## src/rtl/pll_calc_pkg.sv

```systemverilog
package pll_calc_pkg;
  localparam int unsigned REF_FLOOR_KHZ = 2000;
  localparam int unsigned PREDIV_MAX    = 31;
  localparam int unsigned LP_RATE_STEP  = 40000;
  localparam int unsigned NS_SCALE      = 1000000;
  localparam int unsigned ZERO_DLY_DEF  = 133;
  localparam int unsigned PREP_DLY_DEF  = 40;
  localparam int unsigned BAND3_MIN     = 501000;
  localparam int unsigned BAND2_MIN     = 251000;
  localparam int unsigned BAND1_MIN     = 126000;

  // Order of the divisions; each step feeds the next.
  typedef enum logic [2:0] {
    OP_MUL  = 3'd0,
    OP_ACH  = 3'd1,
    OP_LP   = 3'd2,
    OP_NIB  = 3'd3,
    OP_ZERO = 3'd4,
    OP_PREP = 3'd5
  } divOpT;

  typedef struct packed {
    logic  loadIn;
    logic  stepSearch;
    logic  divGo;
    logic  capture;
    divOpT op;
    logic  finish;
  } ctlStrobeT;
endpackage

```

## src/rtl/seq_divider.sv

```systemverilog
module seq_divider #(
  parameter int W = 46
) (
  input  logic         clk,
  input  logic         rstN,
  input  logic         go,
  input  logic [W-1:0] num,
  input  logic [W-1:0] den,
  output logic         busy,
  output logic         fin,
  output logic [W-1:0] quo
);
  localparam int CW = $clog2(W + 1);

  logic [W-1:0]  accR;
  logic [W-1:0]  qR;
  logic [CW-1:0] cntR;
  logic [W:0]    trial;
  logic [W-1:0]  diff;
  logic          fits;

  assign trial = {accR, qR[W-1]};
  assign fits  = (trial >= {1'b0, den});
  assign diff  = trial[W-1:0] - den;
  assign quo   = qR;

  always_ff @(posedge clk or negedge rstN) begin
    if (!rstN) begin
      accR <= '0;
      qR   <= '0;
      cntR <= '0;
      busy <= 1'b0;
      fin  <= 1'b0;
    end else begin
      fin <= 1'b0;
      if (go) begin
        accR <= '0;
        qR   <= num;
        cntR <= CW'(W);
        busy <= 1'b1;
      end else if (busy) begin
        accR <= fits ? diff : trial[W-1:0];
        qR   <= {qR[W-2:0], fits};
        cntR <= cntR - CW'(1);
        if (cntR == CW'(1)) begin
          busy <= 1'b0;
          fin  <= 1'b1;
        end
      end
    end
  end

  // Restoring step leaves a remainder below a nonzero divisor.
  assert_rem_below_den_R4: assert property (@(posedge clk) disable iff (!rstN)
    fin |-> (den == '0 || accR < den));

  // Divisor must not move under a running division.
  assert_den_held_R10: assert property (@(posedge clk) disable iff (!rstN)
    (busy && !go) |=> (!busy || $stable(den)));
endmodule

```

## src/rtl/pll_calc_ctrl.sv

```systemverilog
module pll_calc_ctrl
  import pll_calc_pkg::*;
(
  input  logic      clk,
  input  logic      rstN,
  input  logic      start,
  input  logic      searchMore,
  input  logic      divBusy,
  input  logic      divFin,
  output ctlStrobeT ctl
);
  typedef enum logic [2:0] {
    S_IDLE, S_SEARCH, S_LAUNCH, S_WAIT, S_FINISH
  } stateT;

  stateT stateR, stateNext;
  divOpT opR, opNext;

  always_comb begin
    ctl       = '0;
    ctl.op    = opR;
    stateNext = stateR;
    opNext    = opR;
    unique case (stateR)
      S_IDLE: begin
        if (start) begin
          ctl.loadIn = 1'b1;
          opNext     = OP_MUL;
          stateNext  = S_SEARCH;
        end
      end
      S_SEARCH: begin
        if (searchMore) ctl.stepSearch = 1'b1;
        else            stateNext      = S_LAUNCH;
      end
      S_LAUNCH: begin
        ctl.divGo = 1'b1;
        stateNext = S_WAIT;
      end
      S_WAIT: begin
        if (divFin) begin
          ctl.capture = 1'b1;
          if (opR == OP_PREP) begin
            stateNext = S_FINISH;
          end else begin
            opNext    = divOpT'(opR + 3'd1);
            stateNext = S_LAUNCH;
          end
        end
      end
      S_FINISH: begin
        ctl.finish = 1'b1;
        stateNext  = S_IDLE;
      end
      default: stateNext = S_IDLE;
    endcase
  end

  always_ff @(posedge clk or negedge rstN) begin
    if (!rstN) begin
      stateR <= S_IDLE;
      opR    <= OP_MUL;
    end else begin
      stateR <= stateNext;
      opR    <= opNext;
    end
  end

  // The divider is only launched when it is free.
  assert_go_when_free_R10: assert property (@(posedge clk) disable iff (!rstN)
    ctl.divGo |-> !divBusy);

  // Completion of a division is only expected while waiting.
  assert_fin_in_wait_R11: assert property (@(posedge clk) disable iff (!rstN)
    divFin |-> (stateR == S_WAIT));
endmodule

```

## src/rtl/pll_calc_dp.sv

```systemverilog
module pll_calc_dp
  import pll_calc_pkg::*;
#(
  parameter int FREQ_W = 20,
  parameter int DLY_W  = 16
) (
  input  logic                  clk,
  input  logic                  rstN,
  input  ctlStrobeT             ctl,
  input  logic [FREQ_W-1:0]     refKhz,
  input  logic [FREQ_W-1:0]     rateKbps,
  input  logic [DLY_W-1:0]      zeroDelayNs,
  input  logic [DLY_W-1:0]      prepDelayNs,
  output logic                  searchMore,
  output logic                  divBusy,
  output logic                  divFin,
  output logic                  done,
  output logic [15:0]           pllWord,
  output logic [5:0]            lpDivField,
  output logic [15:0]           delayWord,
  output logic [2*FREQ_W+5:0]   achievedKbps
);
  localparam int DIV_W = 2 * FREQ_W + 6;

  logic [FREQ_W-1:0] refR, rateR;
  logic [DLY_W-1:0]  zeroR, prepR;
  logic [4:0]        preDivR;
  logic [DIV_W-1:0]  thrR;
  logic [DIV_W-1:0]  mulR, achR, nibNsR;
  logic [5:0]        lpCntR;
  logic [7:0]        zeroCodeR, prepCodeR;
  logic              doneR;

  logic [DIV_W-1:0]  refExt, rateExt, divExt, zeroExt, prepExt;
  logic [DIV_W-1:0]  opNum, opDen, quo;
  logic              prepShort;
  logic [1:0]        rangeCode;

  assign refExt  = DIV_W'(refR);
  assign rateExt = DIV_W'(rateR);
  assign divExt  = DIV_W'(preDivR);
  assign zeroExt = DIV_W'(zeroR);
  assign prepExt = DIV_W'(prepR);

  assign searchMore = (preDivR < 5'(PREDIV_MAX)) && (refExt >= thrR);
  assign prepShort  = ({2'b00, prepExt} < {nibNsR, 2'b00});

  // Operand selection for the shared divider.
  always_comb begin
    opNum = '0;
    opDen = '0;
    unique case (ctl.op)
      OP_MUL: begin
        opNum = rateExt * divExt + refExt - DIV_W'(1);
        opDen = refExt;
      end
      OP_ACH: begin
        opNum = refExt * mulR;
        opDen = divExt;
      end
      OP_LP: begin
        opNum = achR;
        opDen = DIV_W'(LP_RATE_STEP);
      end
      OP_NIB: begin
        opNum = DIV_W'(NS_SCALE);
        opDen = achR >> 2;
      end
      OP_ZERO: begin
        opNum = zeroExt;
        opDen = nibNsR;
      end
      OP_PREP: begin
        opNum = prepShort ? '0 : (prepExt - (nibNsR << 2));
        opDen = nibNsR;
      end
      default: begin
        opNum = '0;
        opDen = '0;
      end
    endcase
  end

  seq_divider #(.W(DIV_W)) uDiv (
    .clk  (clk),
    .rstN (rstN),
    .go   (ctl.divGo),
    .num  (opNum),
    .den  (opDen),
    .busy (divBusy),
    .fin  (divFin),
    .quo  (quo)
  );

  always_ff @(posedge clk or negedge rstN) begin
    if (!rstN) begin
      refR      <= '0;
      rateR     <= '0;
      zeroR     <= '0;
      prepR     <= '0;
      preDivR   <= '0;
      thrR      <= '0;
      mulR      <= '0;
      achR      <= '0;
      nibNsR    <= '0;
      lpCntR    <= '0;
      zeroCodeR <= '0;
      prepCodeR <= '0;
      doneR     <= 1'b0;
    end else begin
      if (ctl.loadIn) begin
        refR    <= (refKhz == '0) ? FREQ_W'(REF_FLOOR_KHZ) : refKhz;
        rateR   <= rateKbps;
        zeroR   <= (zeroDelayNs == '0) ? DLY_W'(ZERO_DLY_DEF) : zeroDelayNs;
        prepR   <= (prepDelayNs == '0) ? DLY_W'(PREP_DLY_DEF) : prepDelayNs;
        preDivR <= 5'd1;
        thrR    <= DIV_W'(2 * REF_FLOOR_KHZ);
        doneR   <= 1'b0;
      end
      if (ctl.stepSearch) begin
        preDivR <= preDivR + 5'd1;
        thrR    <= thrR + DIV_W'(REF_FLOOR_KHZ);
      end
      if (ctl.capture) begin
        unique case (ctl.op)
          OP_MUL:  mulR      <= quo;
          OP_ACH:  achR      <= quo;
          OP_LP:   lpCntR    <= quo[5:0];
          OP_NIB:  nibNsR    <= quo;
          OP_ZERO: zeroCodeR <= quo[7:0];
          OP_PREP: prepCodeR <= quo[7:0];
          default: ;
        endcase
      end
      if (ctl.finish) doneR <= 1'b1;
    end
  end

  always_comb begin
    if      (achR >= DIV_W'(BAND3_MIN)) rangeCode = 2'd3;
    else if (achR >= DIV_W'(BAND2_MIN)) rangeCode = 2'd2;
    else if (achR >= DIV_W'(BAND1_MIN)) rangeCode = 2'd1;
    else                                rangeCode = 2'd0;
  end

  assign done         = doneR;
  assign pllWord      = {rangeCode, 1'b0, preDivR, mulR[7:0]};
  assign lpDivField   = lpCntR - 6'd1;
  assign delayWord    = {zeroCodeR, prepCodeR};
  assign achievedKbps = achR;

  assert_prediv_bounds_R2: assert property (@(posedge clk) disable iff (!rstN)
    done |-> (preDivR >= 5'd1 && preDivR <= 5'(PREDIV_MAX)));

  assert_ref_nonzero_R1: assert property (@(posedge clk) disable iff (!rstN)
    ctl.divGo |-> (refR != '0));

  assert_prep_saturates_R8: assert property (@(posedge clk) disable iff (!rstN)
    (done && prepShort) |-> (prepCodeR == 8'd0));

  assert_results_hold_R10: assert property (@(posedge clk) disable iff (!rstN)
    (done && !ctl.loadIn) |=> ($stable(pllWord) && $stable(delayWord)
                               && $stable(lpDivField) && done));
endmodule

```

## src/rtl/pll_word_calc.sv

```systemverilog
module pll_word_calc
  import pll_calc_pkg::*;
#(
  parameter int FREQ_W = 20,
  parameter int DLY_W  = 16
) (
  input  logic                clk,
  input  logic                rstN,
  input  logic                start,
  input  logic [FREQ_W-1:0]   refKhz,
  input  logic [FREQ_W-1:0]   rateKbps,
  input  logic [DLY_W-1:0]    zeroDelayNs,
  input  logic [DLY_W-1:0]    prepDelayNs,
  output logic                done,
  output logic [15:0]         pllWord,
  output logic [5:0]          lpDivField,
  output logic [15:0]         delayWord,
  output logic [2*FREQ_W+5:0] achievedKbps
);
  ctlStrobeT ctl;
  logic      searchMore, divBusy, divFin;

  pll_calc_ctrl uCtrl (
    .clk        (clk),
    .rstN       (rstN),
    .start      (start),
    .searchMore (searchMore),
    .divBusy    (divBusy),
    .divFin     (divFin),
    .ctl        (ctl)
  );

  pll_calc_dp #(.FREQ_W(FREQ_W), .DLY_W(DLY_W)) uDp (
    .clk          (clk),
    .rstN         (rstN),
    .ctl          (ctl),
    .refKhz       (refKhz),
    .rateKbps     (rateKbps),
    .zeroDelayNs  (zeroDelayNs),
    .prepDelayNs  (prepDelayNs),
    .searchMore   (searchMore),
    .divBusy      (divBusy),
    .divFin       (divFin),
    .done         (done),
    .pllWord      (pllWord),
    .lpDivField   (lpDivField),
    .delayWord    (delayWord),
    .achievedKbps (achievedKbps)
  );
endmodule

```

## config.mk

```make
export PLATFORM = sky130hd
export DESIGN_NAME = pll_word_calc
export DESIGN_NICKNAME = d
export VERILOG_FILES = /design/src/rtl/pll_calc_pkg.sv /design/src/rtl/seq_divider.sv /design/src/rtl/pll_calc_ctrl.sv /design/src/rtl/pll_calc_dp.sv /design/src/rtl/pll_word_calc.sv
export SDC_FILE = /design/constraint.sdc
export NUM_CORES = 2
export LEC_CHECK = 0
export ABC_AREA = 1
export BUFFER_PORTS_ARGS = -buffer_cell sky130_fd_sc_hd__buf_2
export CORE_MARGIN = 2
export CORE_UTILIZATION = 25
export DETAILED_ROUTE_END_ITERATION = 16
export HOLD_SLACK_MARGIN = 0.15
export PLACE_DENSITY = 0.4
export SYNTH_ARGS = -nofsm -noshare
export SYNTH_HDL_FRONTEND = slang
export SYNTH_SLANG_ARGS = --single-unit
```

## constraint.sdc

```tcl
create_clock -name clk -period 9 [get_ports clk]
set_clock_uncertainty 0.2 [all_clocks]
set_input_delay 1.35 -clock clk [delete_from_list [all_inputs] [get_ports clk]]
set_output_delay 1.35 -clock clk [all_outputs]
set_load 0.03 [all_outputs]
```

; Yosys cells after proc, flatten, opt, wreduce, memory -nomap -nowiden
; Index checks and enable logic that the tools add are counted.
; W data, S select, Z words.
[op_classes]
addsub = 9
multipliers = 2
n_lt_le_gt_ge = 7
n_eq_ne = 14
mux = 45
n_reduce_logical = 19
[op_table]
columns = op, count
row1 = $mux W46, 8
row2 = $pmux W46 S6, 1
row3 = $pmux W46 S5, 1
row4 = $lt A16 B48 Y1, 1
row5 = $ge A47 B46 Y1, 1
row6 = $add A46 B11 Y46 const B, 1
row7 = $add A46 B20 Y46, 1
row8 = $ge A20 B46 Y1, 1
row9 = $ge A46 B17 Y1 const B, 1
row10 = $ge A46 B18 Y1 const B, 1
row11 = $ge A46 B19 Y1 const B, 1
row12 = $mul A20 B46 Y46, 1
row13 = $sub A16 B46 Y46, 1
row14 = $sub A46 B1 Y46 const B, 1
row15 = $sub A46 B46 Y46, 1
row16 = $logic_not A16 Y1, 2
row17 = $mux W16, 2
row18 = $mul A20 B5 Y25, 1
row19 = $mux W3, 7
row20 = $logic_not A20 Y1, 1
row21 = $mux W20, 1
row22 = $mux W1, 17
row23 = $eq A3 B2 Y1 const B, 4
row24 = $mux W6, 2
row25 = other kinds (20), 37
[word_totals]
ff_bits = 390
inputBits = 75
output_inout_bits = 85
elab_cells = 116

; Logic depth before layout (Yosys ltp)
[logic_depth]
depth_word = 7
depth_mapped = 37

; Hierarchy
; Synthesis repeated with hierarchy kept, for this count alone.
[hier_totals]
cells_unflattened = 7386
hier_area_um2 = 52182.5
[by_module_without_submodules]
columns = mod, instances, cells_per_inst, area_per_inst_um2
row1 = pll_calc_dp, 1, 5927, 43098.8
row2 = seq_divider, 1, 1403, 8688.3
row3 = pll_calc_ctrl, 1, 56, 395.4

; Worst setup path before layout
; Ideal clock, no wire load.
[synth_path]
kind = register to register
startpoint = register uDp.refR[19]
endpoint = register uDp.uDiv.qR[25] (netlist: uDp.uDiv.quo[25])
setup_ns = 0.117
arrival_time_ns = 6.324
required_time_ns = 8.683
setup_slack_ns = 2.359
path_stages_with_launch = 31
n_path_buf = 2
period_less_slack_ns = 6.641
path_cell_list = dfrtp_1 clkbuf_1 buf_1 nand2_1 fa_1 fa_1 inv_1 fa_1 fa_1 fa_1 fa_1 inv_1 fa_1 inv_1 ha_1 nand2_1 nor2_1 inv_1 nor2_1 inv_1 nor3_1 nand2_1 inv_1 o21ai_0 nor3b_1 nor2_1 nand2_1 nand2_1 nand2_1 nand2_1 nand2_1
[synth_between]
elab_chain_cells = 4
[synth_rtl]
columns = item, line
row1 = from (decl), pll_calc_dp.sv:25  ; logic [FREQ_W-1:0] refR, rateR;
row2 = from (signal assigned), pll_calc_dp.sv:112  ; refR <= (refKhz == '0) ? FREQ_W'(REF_FLOOR_KHZ) : refKhz;
row3 = branches (longest 2 deep; another with $mul A20 B46 Y46), --
row4 = $pmux W46 S6 (*), pll_calc_dp.sv:52  ; unique case (ctl.op)
row5 = $mux W46 (*), seq_divider.sv:36  ; if (go) begin
row6 = to (signal assigned), seq_divider.sv:38  ; qR <= num;
row7 = to (signal assigned), seq_divider.sv:43  ; qR <= {qR[W-2:0], fits};
row8 = to (decl), seq_divider.sv:16  ; logic [W-1:0] qR;
; Mark *: on every way between the ends.
; A chain may end at the register's enable or synchronous reset.

; Worst setup path after layout
[layout_path]
startpoint = register uDp.refR[11]
endpoint = register uDp.uDiv.qR[23] (netlist: uDp.uDiv.quo[23])
; The elaborated chain is that of the path after synthesis.

==> impl_metrics.yaml <==
outcome:
  outcome: "complete, but fails checks"
  violations: "capacitance limit"
route:
  avgRoutedWirePerCell_um: 21.5
  vias: 44800
  viasPerCell: 4.59
  ant_nets: 0
  first_iter_violations: 2969
  wl_mm: 210
  route.detailed.drc: 0
  dr.pass1.iters: 8
finish:
  register_area_mm2: 0.00967
  drive_gt1_share_pct: 5.81
  syn_to_final_growth_pct: 11.5
  instances_no_fill: 9744
  mostFrequentLayoutCells: "1988 x nand2_1, 1598 x inv_1, 662 x fa_1, 461 x o21ai_0, 375 x dfrtp_1"
  mostFrequentLayoutCell: "nand2_1"
  multi_input_comb_area_mm2: 0.0337
  nFillCells: 22500
  fin_nets: 8026
place:
  dpl.hpwl_mm: 169
  numPortBuffers: 158
  dp.cells: 9646
  dp_worst_setup_slack_ns: 0.324
  place_congestion: 0.911
die:
  die_h_um: 454
  rows: 165
  core_area_mm2: 0.201
  io_pins: 160
  dieWidth_um: 454
  die_area_mm2: 0.206
  initial_core_util_pct: 25.1
clocking:
  cts.sinks: 386
  path_clk_slew_ns: 0.06
  clock_latency_ns: 0.69
  cts_hold_buf: 0
  cts-root-buf: "clkbuf_16"
  post-cts-setup-buffer-count: 0
  cts_max_level: 2
  numCtsBuffers: 53
  cts.path.max_buffers: 3
  cts_tree: "done"
global_routing:
  grt_max_degree: 128
  grt_use_total_pct: 20.5
  use_met2_pct: 35.7
  grtUsageMet3_pct: 1.34
  grt_overflow_total: 0
  antenna_found_initial: 14
  grt.busiest_layer: "met2"
  grt_pass1_wl_mm: 316
  grt_pass1_vias: 47000
  gr-usage-met1_pct: 27.6
synthesis:
  synthDominantCellAreaShare_pct: 26.2
  avgSynthCellArea_um2: 7.23
  synthArstFlopShare_pct: 100
  synth-edff-count: 0
  synthTopCellsByArea: "fa_1 26%, dfrtp_1 19%, nand2_1 15%, inv_1 12%, ha_1 6.4%"
  synthFlopType: "dfrtp_1"
  synth_cell_types: 59
  synth_nets: 7993
  synth_seq_area_share_pct: 19.1
  synth.cell_area_mm2: 0.0506
  synth_area_leader_cell: "fa_1"
  netlist_instances: 6996
  synth_seq_cells: 386
  yosys_warnings: 0
critical_path:
  crit_fanout: 18
  critical_path_class: "flip-flop to flip-flop"
  cp.arrival_ns: 8.87
  worst_ep_required_time_ns: 9.36
  critPathLaunchType: "flip-flop"
  endpoint_kind: "flip-flop"
sta:
  tightest_slew_ns: 1.47
  period_share_pct: 94.6
  finalWorstSetupSlack_ns: 0.489
  hold_viol: 0
  grt_setup_unrepaired: "false"
  finalSetupTns_ns: 0
  setup-violations-final: 0
  slew_viol_final: 0
  period_minus_slack_ns: 8.51
  max_freq_ghz: 0.117
  slew_headroom_pct: 1.01
run:
  cap_violations: 1
worst_hold_path:
  hp-class: "flip-flop to flip-flop"
power_and_ir_drop:
  p_leak_uw: 0.0316
  ir_drop_uv: 141
  powerDensity_mw_per_mm2: 99.1
worst max-delay path, cell delays in order, from the launching register on:
cell and delay (ns):
dfrtp_1 0.96, buf_4 0.43, nand2_1 0.12, fa_1 0.42, inv_1 0.09, fa_1 0.42, fa_1 0.52, fa_1 0.54
fa_1 0.54, fa_1 0.57, inv_1 0.06, fa_1 0.54, inv_1 0.05, ha_1 0.35, a21oi_1 0.27, nor2_1 0.07
nor2_1 0.24, a21boi_0 0.55, o21ai_0 0.45, nor2_1 0.20, nand2_1 0.07, nand3_1 0.15, nand2_1 0.07, o21ai_0 0.27
nand2_1 0.09, nand2_1 0.07, nand2_1 0.06
through the flow:
step / util (%) / hold slack (ns) / area [um^2] / power (uW)
after floorplan: - / 0.236 / 50600 / 2810
after global placement: 27.1 / 0.249 / 54500 / 3310
after detailed placement: 27.1 / 0.253 / 54500 / 3300
after CTS: 28.0 / 0.269 / 56400 / 5660
after global routing: 28.0 / 0.293 / 56400 / 5920
final: 28.0 / 0.263 / 56400 / 5590
metal layers:
| layer | vias up | share of wire [%] |
|---|---|---|
| met5 | - | 0 |
| met4 | 0 | 3.0 |
| met3 | 212 | 3.2 |
| met2 | 921 | 49 |
| met1 | 22400 | 45 |
| li1 | 21200 | - |
logic make-up after synthesis:
group                    synth area share [%]
flip-flops                               19.1
buffers and inverters                    14.2
AND/OR/NAND/NOR                          21.7
other                                 0.00742
XOR/XNOR                                 1.65
adder cells (fa/ha/maj)                  32.6
AO/OA/AOI/OAI                            10.6
worst paths after layout:
kind	startpoint	to	slack, ns	depth (start not counted)
max reg2reg	uDp.refR[11]$_DFFE_PN0P_	uDp.uDiv.quo[23]$_DFFE_PN0P_	0.49	26
min	uDp.thrR[32]$_DFFE_PN0P_	uDp.thrR[32]$_DFFE_PN0P_	0.26	2
min reg2reg	uDp.thrR[32]$_DFFE_PN0P_	uDp.thrR[32]$_DFFE_PN0P_	0.26	2
max in group asynchronous	rstN	uDp.refR[4]$_DFFE_PN0P_	6.73	2
min in group asynchronous	rstN	uDp.uDiv.accR[33]$_DFFE_PN0P_	0.47	1
max	uDp.refR[11]$_DFFE_PN0P_	uDp.uDiv.quo[23]$_DFFE_PN0P_	0.49	26
sequential cells by signal, indices dropped and copies added, names as in the netlist, 16 cells and up:
signal and count:
uDp.refR 20, uDp.achievedKbps 46, uDp.rateR 20, uDp.nibNsR 46, uDp.prepR 16, uDp.uDiv.accR 46
uDp.thrR 42, uDp.uDiv.quo 46, uDp.mulR 46, uDp.zeroR 16
where the power goes:
group | switching (uW) | internal (uW) | total (uW)
Combinational | 965 | 488 | 1450
Clock | 966 | 1350 | 2320
Sequential | 62.0 | 1750 | 1820
Total | 1990 | 3590 | 5590
cell usage after synthesis, types with 26 or more instances:
cell      count
buf_1        36
nand4_1      53
xnor2_1      32
dfrtp_1     386
clkbuf_1    228
o21ai_0     461
fa_1        662
nand3_1     203
nand2_1    1991
a21oi_1     244
nor3_1       52
ha_1        260
o21ai_1      26
xor2_1       63
nor4_1       39
o22ai_1      46
inv_1      1599
o211ai_1     48
nor2_1      341
timing repair:
| action | CTS | global route |
|---|---|---|
| hold endpoints to repair | 0 | 0 |
| gates resized for setup | 0 | 1 |
| endpoints found under the setup margin | 0 | 1 |
final cells by class:
cell class | instances | area share, %
Clock buffer | 68 | 2.58
Sequential cell | 386 | 17.2
Inverter | 1602 | 10.7
Timing Repair Buffer | 274 | 3.12
Multi-Input combinational cell | 4712 | 59.8
Clock inverter | 29 | 0.721
Antenna cell | 1 | 0.00444
Tap cell | 2672 | 5.93
No activity file was read; power rests on OpenSTA's default activity.
